--- src/rtl/panel_bus_pkg.sv ---
package panel_bus_pkg;

  typedef enum logic [1:0] {
    PH_IDLE   = 2'd0,
    PH_SETUP  = 2'd1,
    PH_STROBE = 2'd2,
    PH_HOLD   = 2'd3
  } phase_e;

  localparam int REG_AW = 3;
  localparam logic [REG_AW-1:0] A_STAGE  = 3'd0;
  localparam logic [REG_AW-1:0] A_RDREG  = 3'd1;
  localparam logic [REG_AW-1:0] A_WTRIG  = 3'd2;
  localparam logic [REG_AW-1:0] A_RTRIG  = 3'd3;
  localparam logic [REG_AW-1:0] A_STATUS = 3'd4;
  localparam logic [REG_AW-1:0] A_TIMING = 3'd5;
  localparam logic [REG_AW-1:0] A_MODE   = 3'd6;

  localparam int BIT_WFLAG = 28;
  localparam int BIT_KIND  = 24;
  localparam int BIT_GO    = 0;
  localparam int BIT_BUSY  = 1;
  localparam int BIT_ERR   = 2;
  localparam int MODE_W    = 4;
  localparam int RD_W      = 16;

  // bus width for a mode code; 0 marks an unusable code
  function automatic int bus_width(input logic [MODE_W-1:0] code);
    case (code)
      4'd0, 4'd1, 4'd2, 4'd3: return 8;
      4'd4:                   return 9;
      4'd5:                   return 12;
      4'd7, 4'd8, 4'd9:       return 16;
      4'd10:                  return 18;
      4'd11:                  return 24;
      default:                return 0;
    endcase
  endfunction

endpackage

--- src/rtl/mode_decode.sv ---
module mode_decode
  import panel_bus_pkg::*;
#(
  parameter int DATA_W = 24
) (
  input  logic [MODE_W-1:0] code,
  output logic              ok,
  output logic [DATA_W-1:0] mask
);

  int w;

  always_comb begin
    w    = bus_width(code);
    ok   = (w != 0) && (w <= DATA_W);
    mask = '0;
    for (int b = 0; b < DATA_W; b++) begin
      if (b < w) mask[b] = 1'b1;
    end
  end

endmodule

--- src/rtl/strobe_seq.sv ---
module strobe_seq
  import panel_bus_pkg::*;
#(
  parameter int DATA_W = 24,
  parameter int CNT_W  = 4,
  parameter int CH_W   = 1
) (
  input  logic              clk,
  input  logic              rst_n,
  input  logic              start,
  input  logic              start_rd,
  input  logic              start_rs,
  input  logic [CH_W-1:0]   start_ch,
  input  logic [DATA_W-1:0] start_data,
  input  logic [DATA_W-1:0] start_mask,
  input  logic [CNT_W-1:0]  t_setup,
  input  logic [CNT_W-1:0]  t_strobe,
  input  logic [CNT_W-1:0]  t_hold,
  input  logic [DATA_W-1:0] db_in,
  output logic              busy,
  output logic [CH_W-1:0]   ch_q,
  output logic              rs,
  output logic              wr_n,
  output logic              rd_n,
  output logic [DATA_W-1:0] db_out,
  output logic              db_oe,
  output logic              cap_valid,
  output logic [RD_W-1:0]   cap_word
);

  localparam logic [CNT_W-1:0] ONE = CNT_W'(1);

  phase_e            ph;
  logic [CNT_W-1:0]  cnt;
  logic [CNT_W-1:0]  strobe_q;
  logic [CNT_W-1:0]  hold_q;
  logic              rd_q;
  logic              rs_q;
  logic [DATA_W-1:0] data_q;
  logic [DATA_W-1:0] mask_q;

  function automatic logic [CNT_W-1:0] at_least_one(input logic [CNT_W-1:0] v);
    return (v == '0) ? ONE : v;
  endfunction

  always_ff @(posedge clk or negedge rst_n) begin
    if (!rst_n) begin
      ph       <= PH_IDLE;
      cnt      <= '0;
      strobe_q <= '0;
      hold_q   <= '0;
      rd_q     <= 1'b0;
      rs_q     <= 1'b0;
      ch_q     <= '0;
      data_q   <= '0;
      mask_q   <= '0;
    end else begin
      case (ph)
        PH_IDLE: begin
          if (start) begin
            ph       <= PH_SETUP;
            cnt      <= at_least_one(t_setup);
            strobe_q <= at_least_one(t_strobe);
            hold_q   <= at_least_one(t_hold);
            rd_q     <= start_rd;
            rs_q     <= start_rs;
            ch_q     <= start_ch;
            data_q   <= start_data & start_mask;
            mask_q   <= start_mask;
          end
        end
        PH_SETUP: begin
          if (cnt == ONE) begin
            ph  <= PH_STROBE;
            cnt <= strobe_q;
          end else begin
            cnt <= cnt - ONE;
          end
        end
        PH_STROBE: begin
          if (cnt == ONE) begin
            ph  <= PH_HOLD;
            cnt <= hold_q;
          end else begin
            cnt <= cnt - ONE;
          end
        end
        default: begin
          if (cnt == ONE) begin
            ph  <= PH_IDLE;
            cnt <= '0;
          end else begin
            cnt <= cnt - ONE;
          end
        end
      endcase
    end
  end

  always_comb begin
    busy      = (ph != PH_IDLE);
    wr_n      = !((ph == PH_STROBE) && !rd_q);
    rd_n      = !((ph == PH_STROBE) && rd_q);
    db_oe     = busy && !rd_q;
    db_out    = db_oe ? data_q : '0;
    rs        = busy ? rs_q : 1'b0;
    cap_valid = (ph == PH_STROBE) && (cnt == ONE) && rd_q;
    cap_word  = RD_W'(db_in & mask_q);
  end

endmodule

--- src/rtl/panel_regs.sv ---
module panel_regs
  import panel_bus_pkg::*;
#(
  parameter int NUM_CH = 2,
  parameter int CH_W   = 1,
  parameter int CNT_W  = 4
) (
  input  logic                     clk,
  input  logic                     rst_n,
  input  logic                     reg_we,
  input  logic [REG_AW-1:0]        reg_waddr,
  input  logic [31:0]              reg_wdata,
  input  logic [REG_AW-1:0]        reg_raddr,
  output logic [31:0]              reg_rdata,
  input  logic                     busy,
  input  logic [NUM_CH-1:0]        mode_ok,
  input  logic                     cap_valid,
  input  logic [RD_W-1:0]          cap_word,
  output logic [31:0]              stage_q,
  output logic [3*CNT_W-1:0]       timing_q,
  output logic [NUM_CH*MODE_W-1:0] mode_q,
  output logic                     start,
  output logic                     start_rd,
  output logic [CH_W-1:0]          start_ch
);

  logic            prep_q;
  logic            err_q;
  logic [RD_W-1:0] rd_word_q;
  logic            wr_go, rd_go, ch_ok, wr_take, rd_take, reject;

  always_comb begin
    wr_go    = reg_we && (reg_waddr == A_WTRIG) && reg_wdata[BIT_GO];
    rd_go    = reg_we && (reg_waddr == A_RTRIG) && reg_wdata[BIT_GO];
    start_ch = reg_wdata[CH_W:1];
    ch_ok    = 1'b0;
    for (int i = 0; i < NUM_CH; i++) begin
      if (start_ch == CH_W'(i)) ch_ok = mode_ok[i];
    end
    wr_take  = wr_go && !busy && stage_q[BIT_WFLAG] && ch_ok;
    rd_take  = rd_go && !busy && prep_q && ch_ok;
    reject   = (wr_go || rd_go) && !(wr_take || rd_take);
    start    = wr_take || rd_take;
    start_rd = rd_take;
  end

  always_ff @(posedge clk or negedge rst_n) begin
    if (!rst_n) begin
      stage_q   <= '0;
      timing_q  <= '0;
      mode_q    <= '0;
      prep_q    <= 1'b0;
      err_q     <= 1'b0;
      rd_word_q <= '0;
    end else begin
      if (cap_valid) begin
        rd_word_q <= cap_word;
        prep_q    <= 1'b0;
      end
      if (reg_we) begin
        case (reg_waddr)
          A_STAGE:  stage_q  <= reg_wdata;
          A_RDREG:  prep_q   <= reg_wdata[BIT_KIND];
          A_TIMING: timing_q <= reg_wdata[3*CNT_W-1:0];
          A_MODE:   mode_q   <= reg_wdata[NUM_CH*MODE_W-1:0];
          A_STATUS: if (reg_wdata[BIT_ERR]) err_q <= 1'b0;
          default: ;
        endcase
      end
      if (reject) err_q <= 1'b1;
    end
  end

  always_comb begin
    reg_rdata = '0;
    case (reg_raddr)
      A_STAGE: reg_rdata = stage_q;
      A_RDREG: begin
        reg_rdata[RD_W-1:0]  = rd_word_q;
        reg_rdata[BIT_KIND]  = prep_q;
      end
      A_STATUS: begin
        reg_rdata[BIT_BUSY] = busy;
        reg_rdata[BIT_ERR]  = err_q;
      end
      A_TIMING: reg_rdata = 32'(timing_q);
      A_MODE:   reg_rdata = 32'(mode_q);
      default:  reg_rdata = '0;
    endcase
  end

endmodule

--- src/rtl/panel_cmd_bus.sv ---
module panel_cmd_bus
  import panel_bus_pkg::*;
#(
  parameter int NUM_CH = 2,
  parameter int DATA_W = 24,
  parameter int CNT_W  = 4
) (
  input  logic              clk,
  input  logic              rst_n,
  input  logic              reg_we,
  input  logic [2:0]        reg_waddr,
  input  logic [31:0]       reg_wdata,
  input  logic [2:0]        reg_raddr,
  output logic [31:0]       reg_rdata,
  output logic [NUM_CH-1:0] pnl_cs_n,
  output logic              pnl_rs,
  output logic              pnl_wr_n,
  output logic              pnl_rd_n,
  output logic [DATA_W-1:0] pnl_db_out,
  output logic              pnl_db_oe,
  input  logic [DATA_W-1:0] pnl_db_in
);

  localparam int CH_W = (NUM_CH > 1) ? $clog2(NUM_CH) : 1;

  logic [31:0]              stage_q;
  logic [3*CNT_W-1:0]       timing_q;
  logic [NUM_CH*MODE_W-1:0] mode_q;
  logic [NUM_CH-1:0]        mode_ok;
  logic [DATA_W-1:0]        mask_arr [NUM_CH];
  logic [DATA_W-1:0]        sel_mask;
  logic                     start, start_rd;
  logic [CH_W-1:0]          start_ch;
  logic                     seq_busy;
  logic [CH_W-1:0]          seq_ch;
  logic                     cap_valid;
  logic [RD_W-1:0]          cap_word;

  panel_regs #(.NUM_CH(NUM_CH), .CH_W(CH_W), .CNT_W(CNT_W)) u_regs (
    .clk(clk), .rst_n(rst_n),
    .reg_we(reg_we), .reg_waddr(reg_waddr), .reg_wdata(reg_wdata),
    .reg_raddr(reg_raddr), .reg_rdata(reg_rdata),
    .busy(seq_busy), .mode_ok(mode_ok),
    .cap_valid(cap_valid), .cap_word(cap_word),
    .stage_q(stage_q), .timing_q(timing_q), .mode_q(mode_q),
    .start(start), .start_rd(start_rd), .start_ch(start_ch)
  );

  for (genvar i = 0; i < NUM_CH; i++) begin : g_ch
    mode_decode #(.DATA_W(DATA_W)) u_dec (
      .code(mode_q[i*MODE_W +: MODE_W]),
      .ok(mode_ok[i]),
      .mask(mask_arr[i])
    );
    assign pnl_cs_n[i] = !(seq_busy && (seq_ch == CH_W'(i)));
  end

  always_comb begin
    sel_mask = '0;
    for (int i = 0; i < NUM_CH; i++) begin
      if (start_ch == CH_W'(i)) sel_mask = mask_arr[i];
    end
  end

  strobe_seq #(.DATA_W(DATA_W), .CNT_W(CNT_W), .CH_W(CH_W)) u_seq (
    .clk(clk), .rst_n(rst_n),
    .start(start), .start_rd(start_rd),
    .start_rs(start_rd ? 1'b1 : stage_q[BIT_KIND]),
    .start_ch(start_ch),
    .start_data(stage_q[DATA_W-1:0]),
    .start_mask(sel_mask),
    .t_setup(timing_q[CNT_W-1:0]),
    .t_strobe(timing_q[2*CNT_W-1:CNT_W]),
    .t_hold(timing_q[3*CNT_W-1:2*CNT_W]),
    .db_in(pnl_db_in),
    .busy(seq_busy), .ch_q(seq_ch),
    .rs(pnl_rs), .wr_n(pnl_wr_n), .rd_n(pnl_rd_n),
    .db_out(pnl_db_out), .db_oe(pnl_db_oe),
    .cap_valid(cap_valid), .cap_word(cap_word)
  );

endmodule

--- config.mk ---
export PLATFORM = sky130hd
export DESIGN_NAME = panel_cmd_bus
export DESIGN_NICKNAME = d
export VERILOG_FILES = /design/src/rtl/panel_bus_pkg.sv /design/src/rtl/mode_decode.sv /design/src/rtl/strobe_seq.sv /design/src/rtl/panel_regs.sv /design/src/rtl/panel_cmd_bus.sv
export SDC_FILE = /design/constraint.sdc
export NUM_CORES = 1
export LEC_CHECK = 0
export ABC_CLOCK_PERIOD_IN_PS = 2850
export BUFFER_PORTS_ARGS = -buffer_cell sky130_fd_sc_hd__buf_2
export CAP_MARGIN = 20
export CORE_ASPECT_RATIO = 1.1
export CORE_MARGIN = 2
export CORE_UTILIZATION = 55
export CTS_BUF_LIST = sky130_fd_sc_hd__clkbuf_8
export CTS_CLUSTER_DIAMETER = 60
export CTS_CLUSTER_SIZE = 30
export DETAILED_ROUTE_END_ITERATION = 8
export PLACE_DENSITY = 0.79
export SKIP_CTS_REPAIR_TIMING = 1
export SLEW_MARGIN = 10
export SYNTH_ARGS = -nofsm -noshare
export SYNTH_HDL_FRONTEND = slang
export SYNTH_SLANG_ARGS = --single-unit
--- constraint.sdc ---
create_clock -name clk -period 2.85 [get_ports clk]
set_input_delay 0.57 -clock clk [delete_from_list [all_inputs] [get_ports clk]]
set_output_delay 0.57 -clock clk [all_outputs]
set_load 0.02 [all_outputs]
==> summary.txt <==
Run status
  • Status: completed

Critical path
  • Setup crit end kind: output port
  • Worst-path cell chain: inv_1 -> ha_2 -> inv_1 -> mux4_2 -> o2bb2ai_1 -> buf_2
  • Crit path max-delay family: multiplexers
  • Type of origin of the critical path: register
  • Crit path max fanout: 10
  • Arrival @ worst endpoint: 2.14 ns
  • CP required: 2.28 ns
  • Worst R2R Setup Slack: 0.43 ns
  • Most used cell along the critical path: inv_1
  • Crit path largest cell delay: 0.46 ns
  • Origin of the critical flop-to-flop path: u_regs.mode_q[5]
  • Number of buffer and inverter stages on the critical path: 3
  • Reg2reg end: u_seq.data_q[14]
  • Crit path kind: register to output port
  • Worst R2R Path Depth: 5
  • Slowest-stage cell, CP: mux4_2

Logic synthesis
  • Synthesized cell area: 6013 um^2
  • Synth Area per Inst: 11.03 um^2
  • Post-synth EDFFs: 0
  • FF+latch count, synth: 127
  • Ys async rst share: 1.000
  • Synthesized Nets: 616
  • Main synth FF type: dfrtp_1
  • Synthesized instance count: 545
  • Count of cell types in the netlist: 43
  • YS warnings: 0
  • Sequential area share after synthesis: 0.5285

Global route
  • Met1 Use GR: 0.3391
  • Most used routing layer: met2
  • First-pass GRT wire length: 24.48 mm
  • Pin count of the biggest net entering global routing: 56
  • Met3 Use GR: 0.06057
  • Met2 track demand over resource: 0.4419
  • GRT Total Usage: 0.2662
  • Total grt overflow: 0
  • Initial antenna violation count: 0
  • Vias in the first global route: 4696

Die
  • Num ports: 127
  • Die H: 113.7 um
  • Core area: 10810 um^2
  • Die Width: 103.7 um
  • Die ar.: 11790 um^2
  • Initial Util: 0.5562
  • FP Rows: 40

Drt
  • Drt total wl: 14.59 mm
  • Final ANT Viol Nets: 0
  • DRT Pass-1 Iters: 5
  • Via density: 5.604
  • Residual DRC: 0
  • Via Count: 4623
  • Post-DR wirelength/cell: 17.68 um
  • DRT iter0 DRCs: 298

STA
  • Worst-Margin Slew: 0.7461 ns
  • Final Critical Period: 2.706 ns
  • Clk_skew: 0.009377 ns
  • # setup viols final: 0
  • Max Clk Rate: 369.6 MHz
  • Final Hold Fails: 0
  • Fin. max-slew vios: 0
  • Final Cycle Share: 0.9493
  • RSZ-0062 raised after global routing: false
  • Setup TNS: 0 ns
  • Rel. slew slack: 0.5012

Placement
  • Gpl congestion: 0.8655
  • Placed insts: 793
  • DPL Wire Length: 10.36 mm
  • Port bufs: 118

Min path
  • Worst hold path class: input port to async pin

Cells and area
  • Fillers: 838
  • Layout Nets: 736
  • Number of inserted diodes: 0
  • Multi-input combinational cell area: 2660 um^2
  • Ratio of cells with drive above 1 in the final layout: 0.3628
  • Seq. cell area: 3178 um^2
  • Layout overhead on the synthesized area: 19.21%
  • Finished Layout Cells: 825

Pwr
  • P per Cell Area: 784.5 nW/um^2
  • Worst vdd ir: 0.3940 mV
  • P_leak: 0.003580 uW

Clock tree
  • Clk Latency, worst-skew pair: 0.43 ns
  • H-tree levels: 4
  • Clk root buf: clkbuf_8
  • CTS Buffer Depth: 2
  • Clock-pin slew on the worst setup and hold paths: 0.07 ns
  • CTS tree: done
  • CTS Buf Count: 17
  • Clock sink count: 127

Flow run
  • # Max-Cap Violations: 0
## report_power, final
part | leakage, uW | internal (uW) | total (uW) | switching (uW)
Combinational | 0.00184 | 744 | 1590 | 851
Sequential | 0.00155 | 2230 | 2550 | 324
Clock | 0.000185 | 769 | 1480 | 709
## kinds of logic after synthesis
kind of cell | Yosys count | synth area share
AND/OR/NAND/NOR | 187 | 0.1509
multiplexers | 86 | 0.1635
buffers and inverters | 42 | 0.03080
adder cells (fa/ha/maj) | 6 | 0.01248
AO/OA/AOI/OAI | 97 | 0.1138
flip-flops | 127 | 0.5285
## synth_stat cells (3+ instances only)
| library cell | n | area [um^2] |
|---|---|---|
| a22oi_1 | 8 | 60.06 |
| o22ai_1 | 4 | 25.02 |
| a21oi_1 | 8 | 40.04 |
| a22o_1 | 14 | 122.6 |
| buf_2 | 4 | 20.02 |
| buf_1 | 3 | 11.26 |
| o2bb2ai_1 | 3 | 26.28 |
| clkbuf_1 | 21 | 78.83 |
| o21ai_0 | 38 | 190.2 |
| a21o_1 | 8 | 60.06 |
| mux2i_1 | 12 | 120.1 |
| dfrtp_1 | 127 | 3178 |
| buf_6 | 3 | 33.78 |
| inv_1 | 11 | 41.29 |
| mux2_2 | 70 | 788.3 |
| nor3_1 | 8 | 40.04 |
| nor2_1 | 29 | 108.9 |
| ha_1 | 6 | 75.07 |
| and2_1 | 40 | 250.2 |
| nand2_1 | 73 | 274.0 |
| nor2b_1 | 6 | 37.54 |
| nand2b_1 | 13 | 81.33 |
| nand3_1 | 7 | 35.03 |
## how the worst max path moves through the flow
stage | start | endpoint | depth (start not counted)
6_report | u_seq.ph[1] | reg_rdata[1] | 6
5_1_grt | u_seq.ph[0] | reg_rdata[1] | 6
3_5_place_dp | reg_waddr[2] | u_seq.data_q[14] | 6
2_1_floorplan | reg_raddr[0] | reg_rdata[0] | 5
4_1_cts | u_seq.ph[0] | reg_rdata[1] | 6
3_3_place_gp | reg_waddr[2] | u_seq.data_q[12] | 6
## routing by layer
metal / part of all wire / up-vias
met1: 0.41 / 2285
met3: 0.051 / 38
li1: - / 2143
met2: 0.51 / 157
met5: 0 / -
met4: 0.028 / 0
## state kept, by name, summed over array words and instances, names as in the netlist
signal            flops
u_regs.prep_q         1
u_regs.timing_q      12
u_seq.rs_q            1
u_seq.data_q         24
u_regs.err_q          1
u_seq.hold_q          4
u_seq.mask_q         16
u_seq.ch_q            1
u_regs.rd_word_q     16
u_regs.mode_q         8
u_regs.stage_q       32
u_seq.rd_q            1
u_seq.strobe_q        4
u_seq.ph              2
u_seq.cnt             4
## area by class of cell
cell class | count | area share
inverter | 11 | 0.005760
clock buffer | 17 | 0.03264
clock inverter | 15 | 0.02060
sequential | 127 | 0.4434
tap | 147 | 0.02566
multi-input combinational | 376 | 0.3711
timing repair buffer | 132 | 0.1009
## layout by cell type (no fill, tap or decap), types with 7 or more instances in the layout
| cell | netlist | layout |
|---|---|---|
| buf_2 | 4 | 117 |
| nor2_1 | 29 | 28 |
| nand3_1 | 7 | 7 |
| nor3_1 | 8 | 8 |
| buf_4 | 0 | 13 |
| mux2i_1 | 12 | 12 |
| inv_1 | 11 | 12 |
| a21oi_1 | 8 | 8 |
| mux2_2 | 70 | 70 |
| and2_1 | 40 | 40 |
| a21o_1 | 8 | 8 |
| a22oi_1 | 8 | 8 |
| nand2b_1 | 13 | 13 |
| nand2_1 | 73 | 73 |
| dfrtp_1 | 127 | 127 |
| a22o_1 | 14 | 14 |
| o21ai_0 | 38 | 38 |
| clkbuf_8 | 0 | 17 |
## per-stage QoR
stage               hold WS (ns)  cell area, um^2  setup WS (ns)  utilization  power [uW]
floorplan                 0.2744             6013         0.4451            -        3588
global placement          0.4501             6784         0.3273       0.6275        4046
detailed placement        0.4523             6784         0.3114       0.6275        4155
CTS                      0.09990             7166        0.02295       0.6628        5647
global route              0.1224             7168        0.03395       0.6631        5963
finish                    0.1066             7168         0.1444       0.6631        5624
(Power assumes the default switching activity.)
